===== src/rtl/dbg_halt_pkg.sv =====
package dbg_halt_pkg;

  localparam int HOST_AW = 3;

  typedef enum logic [HOST_AW-1:0] {
    REG_CTRL   = 3'd0,
    REG_STOPEN = 3'd1,
    REG_CAUSE  = 3'd2,
    REG_INJECT = 3'd3
  } host_reg_e;

  // Exception class per event bit index
  typedef enum int {
    EXC_RESET, EXC_BUSERR, EXC_ALIGN, EXC_ILLEGAL, EXC_RANGE, EXC_SYSCALL,
    EXC_BREAK, EXC_IPAGE, EXC_DPAGE, EXC_ITLB, EXC_DTLB, EXC_IRQ_LO,
    EXC_IRQ_HI, EXC_COUNT
  } exc_class_e;

  typedef struct packed {
    logic dis;
    logic hold;
    logic halt;
  } ctrl_t;

endpackage


===== src/rtl/dbg_reason_bank.sv =====
module dbg_reason_bank #(
  parameter int N = 13
) (
  input  logic         clk,
  input  logic         rst,
  input  logic [N-1:0] exc_evt,
  input  logic         en_wr,
  input  logic         cause_wr,
  input  logic [N-1:0] wdata,
  output logic [N-1:0] stop_en,
  output logic [N-1:0] cause,
  output logic         halt_req
);
  logic [N-1:0] cause_base;

  assign halt_req   = |(exc_evt & stop_en);
  assign cause_base = cause_wr ? wdata : cause;

  always_ff @(posedge clk) begin
    if (rst) begin
      stop_en <= '0;
      cause   <= '0;
    end else begin
      if (en_wr) stop_en <= wdata;
      cause <= (cause_base & ~exc_evt) | (exc_evt & stop_en);
    end
  end

  assert_unarmed_clears_cause_R3: assert property (@(posedge clk) disable iff (rst)
    ((|(exc_evt & ~stop_en)) && !cause_wr) |=> ((cause & $past(exc_evt & ~stop_en)) == '0));

endmodule


===== src/rtl/dbg_halt_ctrl.sv =====
module dbg_halt_ctrl
  import dbg_halt_pkg::*;
(
  input  logic  clk,
  input  logic  rst,
  input  logic  ctrl_wr,
  input  ctrl_t ctrl_wdata,
  input  logic  halt_req,
  output logic  halt,
  output logic  hold,
  output logic  dis,
  output logic  core_rst
);
  logic dis_n, hold_n, halt_n;

  always_comb begin
    dis_n  = ctrl_wr ? ctrl_wdata.dis  : dis;
    hold_n = ctrl_wr ? ctrl_wdata.hold : hold;
    halt_n = ((ctrl_wr ? ctrl_wdata.halt : halt) | halt_req) & ~dis_n;
  end

  always_ff @(posedge clk) begin
    if (rst) begin
      halt     <= 1'b0;
      hold     <= 1'b0;
      dis      <= 1'b0;
      core_rst <= 1'b0;
    end else begin
      halt     <= halt_n;
      hold     <= hold_n;
      dis      <= dis_n;
      core_rst <= hold & ~hold_n;
    end
  end

  assert_armed_event_halts_R2: assert property (@(posedge clk) disable iff (rst)
    (halt_req && !dis && !ctrl_wr) |=> halt);

  assert_disable_cancels_halt_R4: assert property (@(posedge clk) disable iff (rst)
    (ctrl_wr && ctrl_wdata.dis) |=> !halt);

  assert_single_reset_pulse_R11: assert property (@(posedge clk) disable iff (rst)
    core_rst |=> !core_rst);

endmodule


===== src/rtl/dbg_inject_slot.sv =====
module dbg_inject_slot #(
  parameter int W = 32
) (
  input  logic         clk,
  input  logic         rst,
  input  logic         inj_wr,
  input  logic [W-1:0] wdata,
  input  logic         halted,
  input  logic         hold,
  input  logic         ready,
  output logic         valid,
  output logic [W-1:0] insn
);
  logic pend;

  assign valid = pend & halted & ~hold;

  always_ff @(posedge clk) begin
    if (rst) begin
      pend <= 1'b0;
      insn <= '0;
    end else if (inj_wr) begin
      pend <= 1'b1;
      insn <= wdata;
    end else if (valid && ready) begin
      pend <= 1'b0;
    end
  end

  assert_stall_keeps_word_R9: assert property (@(posedge clk) disable iff (rst)
    (valid && !ready && !inj_wr) |=> (pend && $stable(insn)));

  assert_accept_retires_R9: assert property (@(posedge clk) disable iff (rst)
    (valid && ready && !inj_wr) |=> !valid);

  assert_hold_masks_stream_R10: assert property (@(posedge clk) disable iff (rst)
    hold |-> !valid);

endmodule


===== src/rtl/dbg_halt_unit.sv =====
module dbg_halt_unit
  import dbg_halt_pkg::*;
#(
  parameter int NUM_EXC = 13,
  parameter int DATA_W  = 32
) (
  input  logic               clk,
  input  logic               rst,
  input  logic [NUM_EXC-1:0] exc_evt,
  input  logic               host_wr,
  input  logic               host_rd,
  input  logic [HOST_AW-1:0] host_addr,
  input  logic [DATA_W-1:0]  host_wdata,
  output logic [DATA_W-1:0]  host_rdata,
  output logic               host_err,
  output logic               halt_o,
  output logic [NUM_EXC-1:0] reason_o,
  output logic               core_rst_o,
  output logic               inj_valid,
  input  logic               inj_ready,
  output logic [DATA_W-1:0]  inj_insn
);
  localparam int CTRL_W = $bits(ctrl_t);

  logic               hit_ctrl, hit_stopen, hit_cause, hit_inject, hit_none;
  logic [NUM_EXC-1:0] stop_en;
  logic               halt_req, hold, dis;
  ctrl_t              ctrl_wdata;

  assign hit_ctrl   = host_addr == REG_CTRL;
  assign hit_stopen = host_addr == REG_STOPEN;
  assign hit_cause  = host_addr == REG_CAUSE;
  assign hit_inject = host_addr == REG_INJECT;
  assign hit_none   = !(hit_ctrl || hit_stopen || hit_cause || hit_inject);
  assign ctrl_wdata = ctrl_t'(host_wdata[CTRL_W-1:0]);

  dbg_reason_bank #(.N(NUM_EXC)) u_cause (
    .clk      (clk),
    .rst      (rst),
    .exc_evt  (exc_evt),
    .en_wr    (host_wr && hit_stopen),
    .cause_wr (host_wr && hit_cause),
    .wdata    (host_wdata[NUM_EXC-1:0]),
    .stop_en  (stop_en),
    .cause    (reason_o),
    .halt_req (halt_req)
  );

  dbg_halt_ctrl u_ctrl (
    .clk        (clk),
    .rst        (rst),
    .ctrl_wr    (host_wr && hit_ctrl),
    .ctrl_wdata (ctrl_wdata),
    .halt_req   (halt_req),
    .halt       (halt_o),
    .hold       (hold),
    .dis        (dis),
    .core_rst   (core_rst_o)
  );

  dbg_inject_slot #(.W(DATA_W)) u_inj (
    .clk    (clk),
    .rst    (rst),
    .inj_wr (host_wr && hit_inject),
    .wdata  (host_wdata),
    .halted (halt_o),
    .hold   (hold),
    .ready  (inj_ready),
    .valid  (inj_valid),
    .insn   (inj_insn)
  );

  always_comb begin
    host_rdata = '0;
    if (host_rd) begin
      if (hit_ctrl)   host_rdata[CTRL_W-1:0]  = {dis, hold, halt_o};
      if (hit_stopen) host_rdata[NUM_EXC-1:0] = stop_en;
      if (hit_cause)  host_rdata[NUM_EXC-1:0] = reason_o;
    end
    host_err = (host_rd && (hit_inject || hit_none)) || (host_wr && hit_none);
  end

endmodule


===== config.mk =====
export PLATFORM = sky130hd
export DESIGN_NAME = dbg_halt_unit
export DESIGN_NICKNAME = d
export VERILOG_FILES = /design/src/rtl/dbg_halt_pkg.sv /design/src/rtl/dbg_reason_bank.sv /design/src/rtl/dbg_halt_ctrl.sv /design/src/rtl/dbg_inject_slot.sv /design/src/rtl/dbg_halt_unit.sv
export SDC_FILE = /design/constraint.sdc
export NUM_CORES = 1
export LEC_CHECK = 0
export CORE_UTILIZATION = 35
export CTS_BUF_LIST = sky130_fd_sc_hd__clkbuf_16
export CTS_CLUSTER_DIAMETER = 150
export DETAILED_ROUTE_END_ITERATION = 8
export PLACE_DENSITY = 0.73
export SYNTH_ARGS = -nofsm -noshare
export SYNTH_HDL_FRONTEND = slang
export SYNTH_SLANG_ARGS = --single-unit

===== constraint.sdc =====
create_clock -name clk -period 1.4 [get_ports clk]
set_input_delay 0.14 -clock clk [delete_from_list [all_inputs] [get_ports clk]]
set_output_delay 0.14 -clock clk [all_outputs]
set_load 0.02 [all_outputs]

==> results of run 1 <==
## worst max-delay path, cell delays in order, from the launching register on
cell,delay [ns]
dfxtp_2,0.33
a222oi_1,0.33
nand4_1,0.16
nor4bb_2,0.35
a211oi_2,0.12
## layout by cell type, fill, tap and decap left out, drive strengths merged, types with 11 or more instances in the layout
| cell | instances |
|---|---|
| clkdlybuf4s50 | 48 |
| buf | 54 |
| a21oi | 51 |
| nand2 | 99 |
| mux2i | 18 |
| nor2 | 32 |
| a22oi | 11 |
| dfxtp | 63 |
| dlygate4sd2 | 42 |
| conb | 19 |
| clkbuf | 11 |
## per-layer routing
layer | routed length, microns | vias up | part of all wire [%] | GRT usage [%]
li1 | - | 1401 | - | -
met1 | 3710 | 1308 | 42 | 26.8
met2 | 4330 | 123 | 49 | 34.6
met3 | 634 | 6 | 7.2 | 4.98
met4 | 72 | 0 | 0.82 | 7.55
met5 | 0 | - | 0 | 0
## cell families after synthesis
group	after synthesis
buf+inv	42
compound gates	73
mux	24
flops	63
other cells	1
simple gates	146
## what timing repair did
action	in CTS	in global routing
endpoints found under the hold margin	0	0
setup endpoints to repair	70	49
gates resized for setup	115	20
cloned	2	1
pin swaps	2	1
## area by class of cell
class	instances	area share [%]
Clock buffer	9	4.95
Clock inverter	7	2.09
Multi-Input combinational cell	262	30.9
Sequential cell	63	27.8
Tap cell	102	2.80
Timing Repair Buffer	154	31.4
## power breakdown
| part | internal (mW) | total [mW] | switching (mW) |
|---|---|---|---|
| clock network | 1.56 | 2.37 | 0.811 |
| logic | 0.300 | 0.601 | 0.301 |
| registers | 1.83 | 1.86 | 0.0263 |
## per-stage QoR
step | worst slack [ns] | power (mW) | utilization [%]
finish | -0.0138 | 4.83 | 58.6
global route | -0.0945 | 5.02 | 58.6
CTS | 0.000823 | 4.87 | 57.8
detailed placement | -0.573 | 2.49 | 54.4
global placement | -0.596 | 2.48 | 54.4
floorplan | 0.0787 | 2.19 | -
## worst max path at each step
stage,from,to,slack (ns),cells past startpoint
floorplan,host_addr[0],register,0.08,7
global placement,host_addr[0],host_rdata[6],-0.60,7
detailed placement,host_addr[1],host_rdata[4],-0.57,6
CTS,u_inj.insn[14],inj_insn[14],0.0008,1
global route,u_cause.stop_en[10],u_ctrl.halt,-0.09,4
finish,u_cause.stop_en[10],u_ctrl.halt,-0.01,4
==> run_results.csv, run 1 <==
group,metric,value,unit
global_route,antenna_found_initial,0,
logic_synthesis,synth_top_family_by_area,"simple AND/OR/NAND/NOR gates",
sta,slew_violations,0,
floorplan,start_util,36.5,%
drt,drt.antenna.violating_nets,0,
logic_synthesis,synth-xor-area-share,0,%
sta,fin_tns_setup,-0.0138,ns
placed_design,postPlaceCellArea,0.00423,sq mm
outcome,outcome,"finished with violations",
logic_synthesis,synth_adder_area_share,0,%
final_layout,n_antenna_cell,0,
logic_synthesis,synth_top_area_share,44.5,%
sta,fin_ws,-0.0138,ns
drt,drtIter0Drc,120,
clock_tree,cts_setup_buffers,0,
critical_path,r2r-end,"u_ctrl.halt",
final_layout,fill_cells,708,
logic_synthesis,ys_seq_elements,63,
drt,vias,2838,
drt,routed_via_density,4.75,
drt,wirelength,8.75,mm
final_layout,stdcell_area,0.00455,sq mm
clock_tree,cts.path.max_buffers,2,
global_route,grt_pass1_wl,13.9,mm
logic_synthesis,netlist_instances,349,
final_layout,multiInputGateArea,0.00141,sq mm
logic_synthesis,synth-edff-count,0,
logic_synthesis,synth_top_cell_by_area,"dfxtp_1",
job,cap_violations,0,
floorplan,die_x,91.9,microns
global_route,grt_usage,21.1,%
final_layout,regArea,0.00127,sq mm
clock_tree,numCtsBuffers,9,
global_route,grt_max_degree,31,
sta,finClkSkew,0.00276,ns
final_layout,fin_cells,597,
min_path,whs_endpoint,"u_ctrl.core_rst",
sta,rsz0062_at_grt,"true",
sta,post-route-period-util,101,%
drt,first_pass_iters,6,
critical_path,critPathCaptureType,"register",
pwr,power_density,1060,mW/mm^2
critical_path,reg2reg_slack,-0.01,ns
min_path,min_path_cells,3,
clock_tree,cts-root-buf,"clkbuf_16",
critical_path,worst_ep_arrival_time,1.60,ns
pwr,vdd_drop_max,665,uV
floorplan,rows,32,
logic_synthesis,synthFlopType,"dfxtp_1",
sta,hold_violations,0,
sta,min_period,1.41,ns
logic_synthesis,yosys_warnings,0,
logic_synthesis,ys_types,29,
placed_design,place_congestion,0.813,
critical_path,rr_worst_depth,4,
logic_synthesis,ys_async_sr_fraction,0,%
clock_tree,htree_levels,3,
global_route,grt_overflow_total,0,
sta,setup_viol,1,
floorplan,ios,134,
logic_synthesis,avgSynthCellArea,8.11,sq um
final_layout,nets,543,
logic_synthesis,synth_most_common_cell,"nand2_1",
floorplan,die-area,0.00845,sq mm
clock_tree,cts.sink_count,63,
min_path,hp-class,"input pin to register",
clock_tree,holdBufCountCts,0,
critical_path,criticalPathCategory,"register to register",
critical_path,cp-start-kind,"register",
critical_path,worstPathMaxFanout,4,
logic_synthesis,synthTopCellsByArea,"dfxtp_1, nand2_1, a21oi_1, mux2i_1, buf_4",
global_route,grt_pass1_vias,2778,
logic_synthesis,synth-simple-area-share,21.5,%
critical_path,critical_path_required,1.59,ns
sta,max_freq,0.707,GHz
clock_tree,path_clk_slew,0.05,ns
floorplan,fp.dieH,91.9,microns
outcome,violations,"negative setup slack",
logic_synthesis,synth_area,0.00283,sq mm
placed_design,dpl.hpwl,6.14,mm
final_layout,area_growth,60.8,%
final_layout,drive_gt1_share,18.6,%
logic_synthesis,ys_top_cells_by_count,"nand2_1, dfxtp_1, a21oi_1",
logic_synthesis,seq_area_frac_synth,44.5,%
clock_tree,tritoncts,"built",
drt,drc,0,
logic_synthesis,synth-compound-area-share,15.0,%
min_path,hold_start,"rst",
logic_synthesis,muxShareOfSynthArea,9.01,%
floorplan,core_region_area,0.00777,sq mm
pwr,p_leak,2.10,nW
drt,avgRoutedWirePerCell,14.7,microns
placed_design,portBuffers,114,
sta,timing.hold.ws,0.210,ns
placed_design,placedCellCount,578,
clock_tree,insertion_delay,0.32,ns
critical_path,r2r_start,"u_cause.stop_en[10]",
Note: power is estimated with default switching activity, not from simulation.
==> inputs of run 2 (changes only) <==
CORE_UTILIZATION = 37   (was 35)
PLACE_DENSITY = 0.76   (was 0.73)
==> run_results.csv, run 2 (same netlist as run 1, synthesis figures left out) <==
group,metric,value,unit
global_route,grt_overflow_total,0,
sta,slew_violations,0,
sta,setup_viol,1,
sta,hold_violations,0,
final_layout,final_cell_mix,"nand2_1, dfxtp_1, a21oi_1",
final_layout,final_common_cell,"nand2_1",
sta,rsz0062_at_grt,"true",
pwr,vdd_drop_max,718,uV
critical_path,criticalPathCategory,"register to register",
critical_path,worst_ep_arrival_time,1.66,ns
final_layout,nets,551,
job,cap_violations,0,
final_layout,fill_cells,610,
drt,drc,0,
drt,first_pass_iters,5,
critical_path,worstPathMaxFanout,2,
floorplan,die_x,89.5,microns
outcome,outcome,"finished with violations",
critical_path,critical_path_required,1.59,ns
global_route,grt_max_degree,27,
drt,routed_via_density,4.83,
clock_tree,holdBufCountCts,0,
floorplan,ios,134,
floorplan,rows,31,
global_route,grt_usage,22.3,%
outcome,violations,"negative setup slack",
placed_design,portBuffers,114,
placed_design,placedCellCount,578,
final_layout,fin_cells,602,
clock_tree,path_clk_slew,0.05,ns
final_layout,regArea,0.00126,sq mm
clock_tree,numCtsBuffers,9,
sta,min_period,1.47,ns
clock_tree,tritoncts,"built",
final_layout,drive_gt1_share,19.9,%
final_layout,multiInputGateArea,0.00142,sq mm
placed_design,dpl.hpwl,6.12,mm
floorplan,die-area,0.00801,sq mm
critical_path,reg2reg_slack,-0.07,ns
clock_tree,cts.path.max_buffers,2,
min_path,hp-class,"input pin to register",
drt,avgRoutedWirePerCell,14.7,microns
floorplan,core_region_area,0.00733,sq mm
clock_tree,cts.sink_count,63,
placed_design,dp_slack,-0.608,ns
drt,vias,2908,
drt,wirelength,8.88,mm
global_route,grt_pass1_vias,2732,
critical_path,critPathCaptureType,"register",
global_route,grt_pass1_wl,13.2,mm
sta,post-route-period-util,105,%
clock_tree,insertion_delay,0.32,ns
final_layout,area_growth,63.5,%
sta,max_freq,0.678,GHz
critical_path,cp-start-kind,"register",
drt,drt.antenna.violating_nets,0,
sta,finClkSkew,0.00550,ns
placed_design,place_congestion,0.794,
floorplan,fp.dieH,89.5,microns
pwr,p_leak,2.09,nW
pwr,power_density,1010,mW/mm^2
clock_tree,cts-root-buf,"clkbuf_16",
floorplan,start_util,38.6,%
global_route,antenna_found_initial,0,
final_layout,n_antenna_cell,0,
sta,fin_ws,-0.0748,ns
drt,drtIter0Drc,156,
sta,timing.hold.ws,0.231,ns
clock_tree,htree_levels,3,
## run 2: power by group
part	switching, mW	total [mW]	internal (mW)
Sequential	0.0261	1.86	1.83
Combinational	0.306	0.625	0.318
Clock	0.808	2.19	1.38
Total	1.14	4.67	3.53
## run 2: path summary, 6_finish.rpt
check,startpoint,endpoint,cells past startpoint
max,u_cause.stop_en[10],u_ctrl.halt,4
min,rst,register,2
max reg2reg,u_cause.stop_en[10],u_ctrl.halt,4
min reg2reg,u_inj.insn[1],u_inj.insn[1],2
## run 2: worst max-delay path, stage by stage (launching register included)
cell and delay (ns):
dfxtp_2 0.32, a222oi_1 0.37, nand4_1 0.18, nor4bb_2 0.37
a211oi_1 0.11
## run 2: layout make-up
type | instances | share of cell area, %
clock inverter | 7 | 1.57
timing repair buffer | 162 | 32.9
sequential | 63 | 27.3
multi-input combinational | 262 | 30.6
clock buffer | 9 | 4.87
tap | 99 | 2.68
## run 2: what timing repair did
item | in CTS | in global routing
cloned | 1 | 1
buffers inserted | 5 | 3
gates resized for setup | 115 | 25
endpoints found under the setup margin | 74 | 58
pin swaps | 4 | 2
## run 2: layer usage
layer	wire length (microns)	global-route usage, %	vias to the layer above
li1	-	-	1430
met1	3820	27.3	1352
met2	4400	38.2	111
met3	496	4.89	15
met4	153	8.95	0
met5	0	0	-
## run 2: stage by stage
step / instance area (sq um) / util [%] / power [mW] / TNS [ns]
CTS: 4540 / 62.0 / 4.69 / -0.0303
finish: 4630 / 63.1 / 4.67 / -0.0748
global route: 4630 / 63.1 / 4.85 / -0.135
floorplan: 2900 / - / 2.19 / 0
detailed placement: 4270 / 58.3 / 2.50 / -27.34
global placement: 4270 / 58.3 / 2.49 / -24.08
==> inputs of run 3 (changes only) <==
PLACE_DENSITY = 0.85   (was 0.76)
==> run_results.csv, run 3 (same netlist as run 1, synthesis figures left out) <==
group,metric,value,unit
clock_tree,tritoncts,"built",
placed_design,postPlaceCellArea,0.00426,sq mm
sta,post-route-period-util,101,%
drt,drc,0,
floorplan,core_region_area,0.00733,sq mm
outcome,violations,"negative setup slack",
final_layout,fill_cells,615,
final_layout,drive_gt1_share,18.9,%
pwr,vdd_drop_max,658,uV
final_layout,final_common_cell,"nand2_1",
clock_tree,cts.sink_count,63,
critical_path,slowest_delay,0.34,ns
floorplan,die_x,89.5,microns
critical_path,critical_path_required,1.59,ns
global_route,grt_max_degree,34,
pwr,power_density,1010,mW/mm^2
min_path,min_path_cells,2,
drt,routed_via_density,4.97,
global_route,grt_pass1_wl,13.7,mm
critical_path,r2r-end,"u_ctrl.halt",
final_layout,nets,546,
clock_tree,holdBufCountCts,0,
drt,avgRoutedWirePerCell,15.0,microns
sta,fin_ws,-0.0158,ns
job,cap_violations,0,
sta,hold_violations,0,
drt,wirelength,8.96,mm
critical_path,worstPathMaxFanout,2,
critical_path,worst_ep_arrival_time,1.60,ns
placed_design,dpl.hpwl,6.34,mm
placed_design,portBuffers,114,
global_route,grt_usage,23.0,%
critical_path,critPathSlowestCell,"a222oi_1",
global_route,grt_overflow_total,0,
placed_design,place_congestion,0.847,
clock_tree,numCtsBuffers,9,
placed_design,dp_slack,-0.649,ns
min_path,whs_endpoint,"u_ctrl.hold",
sta,rsz0062_at_grt,"true",
floorplan,die-area,0.00801,sq mm
sta,slew_violations,0,
sta,setup_viol,1,
critical_path,critical_path.top_delay_family,"simple AND/OR/NAND/NOR gates",
floorplan,ios,134,
critical_path,r2r_start,"u_cause.stop_en[10]",
drt,vias,2965,
critical_path,path_cells,"a222oi_1 > nand4_1 > nor4bb_2 > a211oi_1",
min_path,hold_start,"rst",
sta,min_period,1.42,ns
critical_path,reg2reg_slack,-0.02,ns
sta,max_freq,0.706,GHz
min_path,hp-class,"input pin to register",
clock_tree,htree_levels,3,
final_layout,stdcell_area,0.00457,sq mm
global_route,grt_pass1_vias,2840,
clock_tree,insertion_delay,0.32,ns
clock_tree,path_clk_slew,0.05,ns
drt,first_pass_iters,4,
final_layout,n_antenna_cell,0,
critical_path,criticalPathCategory,"register to register",
drt,drt.antenna.violating_nets,0,
clock_tree,cts.path.max_buffers,2,
drt,drtIter0Drc,178,
outcome,outcome,"finished with violations",
pwr,p_leak,2.09,nW
final_layout,final_cell_mix,"nand2_1, dfxtp_1, a21oi_1",
floorplan,start_util,38.6,%
final_layout,fin_util,62.3,%
global_route,antenna_found_initial,0,
sta,finClkSkew,0.00747,ns
critical_path,rr_worst_depth,4,
critical_path,path_buf_inv,0,
floorplan,fp.dieH,89.5,microns
critical_path,critPathCaptureType,"register",
floorplan,rows,31,
final_layout,area_growth,61.3,%
clock_tree,cts-root-buf,"clkbuf_16",
critical_path,cp-start-kind,"register",
==> run 3: cell count changes in the layout (fill, tap and decap cells not counted), moves of 2 or more <==
cell,delta
a22oi_2,-3
buf_4,-12
a22oi_1,+3
buf_6,+6
buf_2,+2
clkbuf_2,+2
clkdlybuf4s15_1,-3
==> run 3: per-layer routing <==
| metal | track usage (%) | wire, microns | share of wire [%] | vias up |
|---|---|---|---|---|
| met3 | 4.52 | 673 | 7.5 | 12 |
| met2 | 39.6 | 4640 | 52 | 144 |
| met4 | 9.67 | 152 | 1.7 | 0 |
| met1 | 28.0 | 3500 | 39 | 1395 |
| li1 | - | - | - | 1414 |
| met5 | 0 | 0 | 0 | - |
==> run 3: final cells by class <==
cell class / instances / area [sq um] / area share, %
Timing Repair Buffer: 157 / 1490 / 32.5
Multi-Input combinational cell: 262 / 1400 / 30.7
Sequential cell: 63 / 1260 / 27.7
Clock buffer: 9 / 225 / 4.93
Tap cell: 99 / 124 / 2.71
Clock inverter: 7 / 65.1 / 1.42
==> run 3: power by group <==
| part | switching (mW) | total [mW] | internal (mW) | leakage [nW] |
|---|---|---|---|---|
| combinational | 0.305 | 0.616 | 0.311 | 1.43 |
| clock | 0.764 | 2.13 | 1.36 | 0.146 |
| sequential | 0.0255 | 1.86 | 1.83 | 0.511 |
| total | 1.09 | 4.60 | 3.51 | 2.09 |
==> run 3: metrics by stage <==
stage               total power, mW  instances  TNS [ns]  hold WS [ns]
global placement               2.49        575    -26.64         0.442
CTS                            4.65        596  -0.00679         0.196
finish                         4.60        597   -0.0158         0.202
floorplan                      2.19        367         0         0.276
global route                   4.80        597   -0.0958         0.206
detailed placement             2.50        575    -29.45         0.446
==> run 3: worst max path at each step <==
stage | start | end | slack, ns | depth (start not counted)
floorplan | host_addr[0] | register | 0.08 | 7
global placement | host_addr[0] | host_rdata[12] | -0.65 | 7
detailed placement | host_addr[0] | host_rdata[5] | -0.65 | 7
CTS | u_cause.stop_en[10] | u_ctrl.halt | -0.007 | 4
global route | u_cause.stop_en[10] | u_ctrl.halt | -0.06 | 4
finish | u_cause.stop_en[10] | u_ctrl.halt | -0.02 | 4
==> run 3: worst reg2reg max path, cell delays in order (launching register included) <==
cell	delay, ns
dfxtp_2	0.32
a222oi_1	0.34
nand4_1	0.18
nor4bb_2	0.33
a211oi_1	0.11
==> run 3: what timing repair did <==
action | in CTS | in global routing
resized for setup | 123 | 21
pin swaps | 7 | 3
buffers inserted | 3 | 1
endpoints found under the hold margin | 0 | 0
cloned | 2 | 0
setup endpoints to repair | 90 | 63
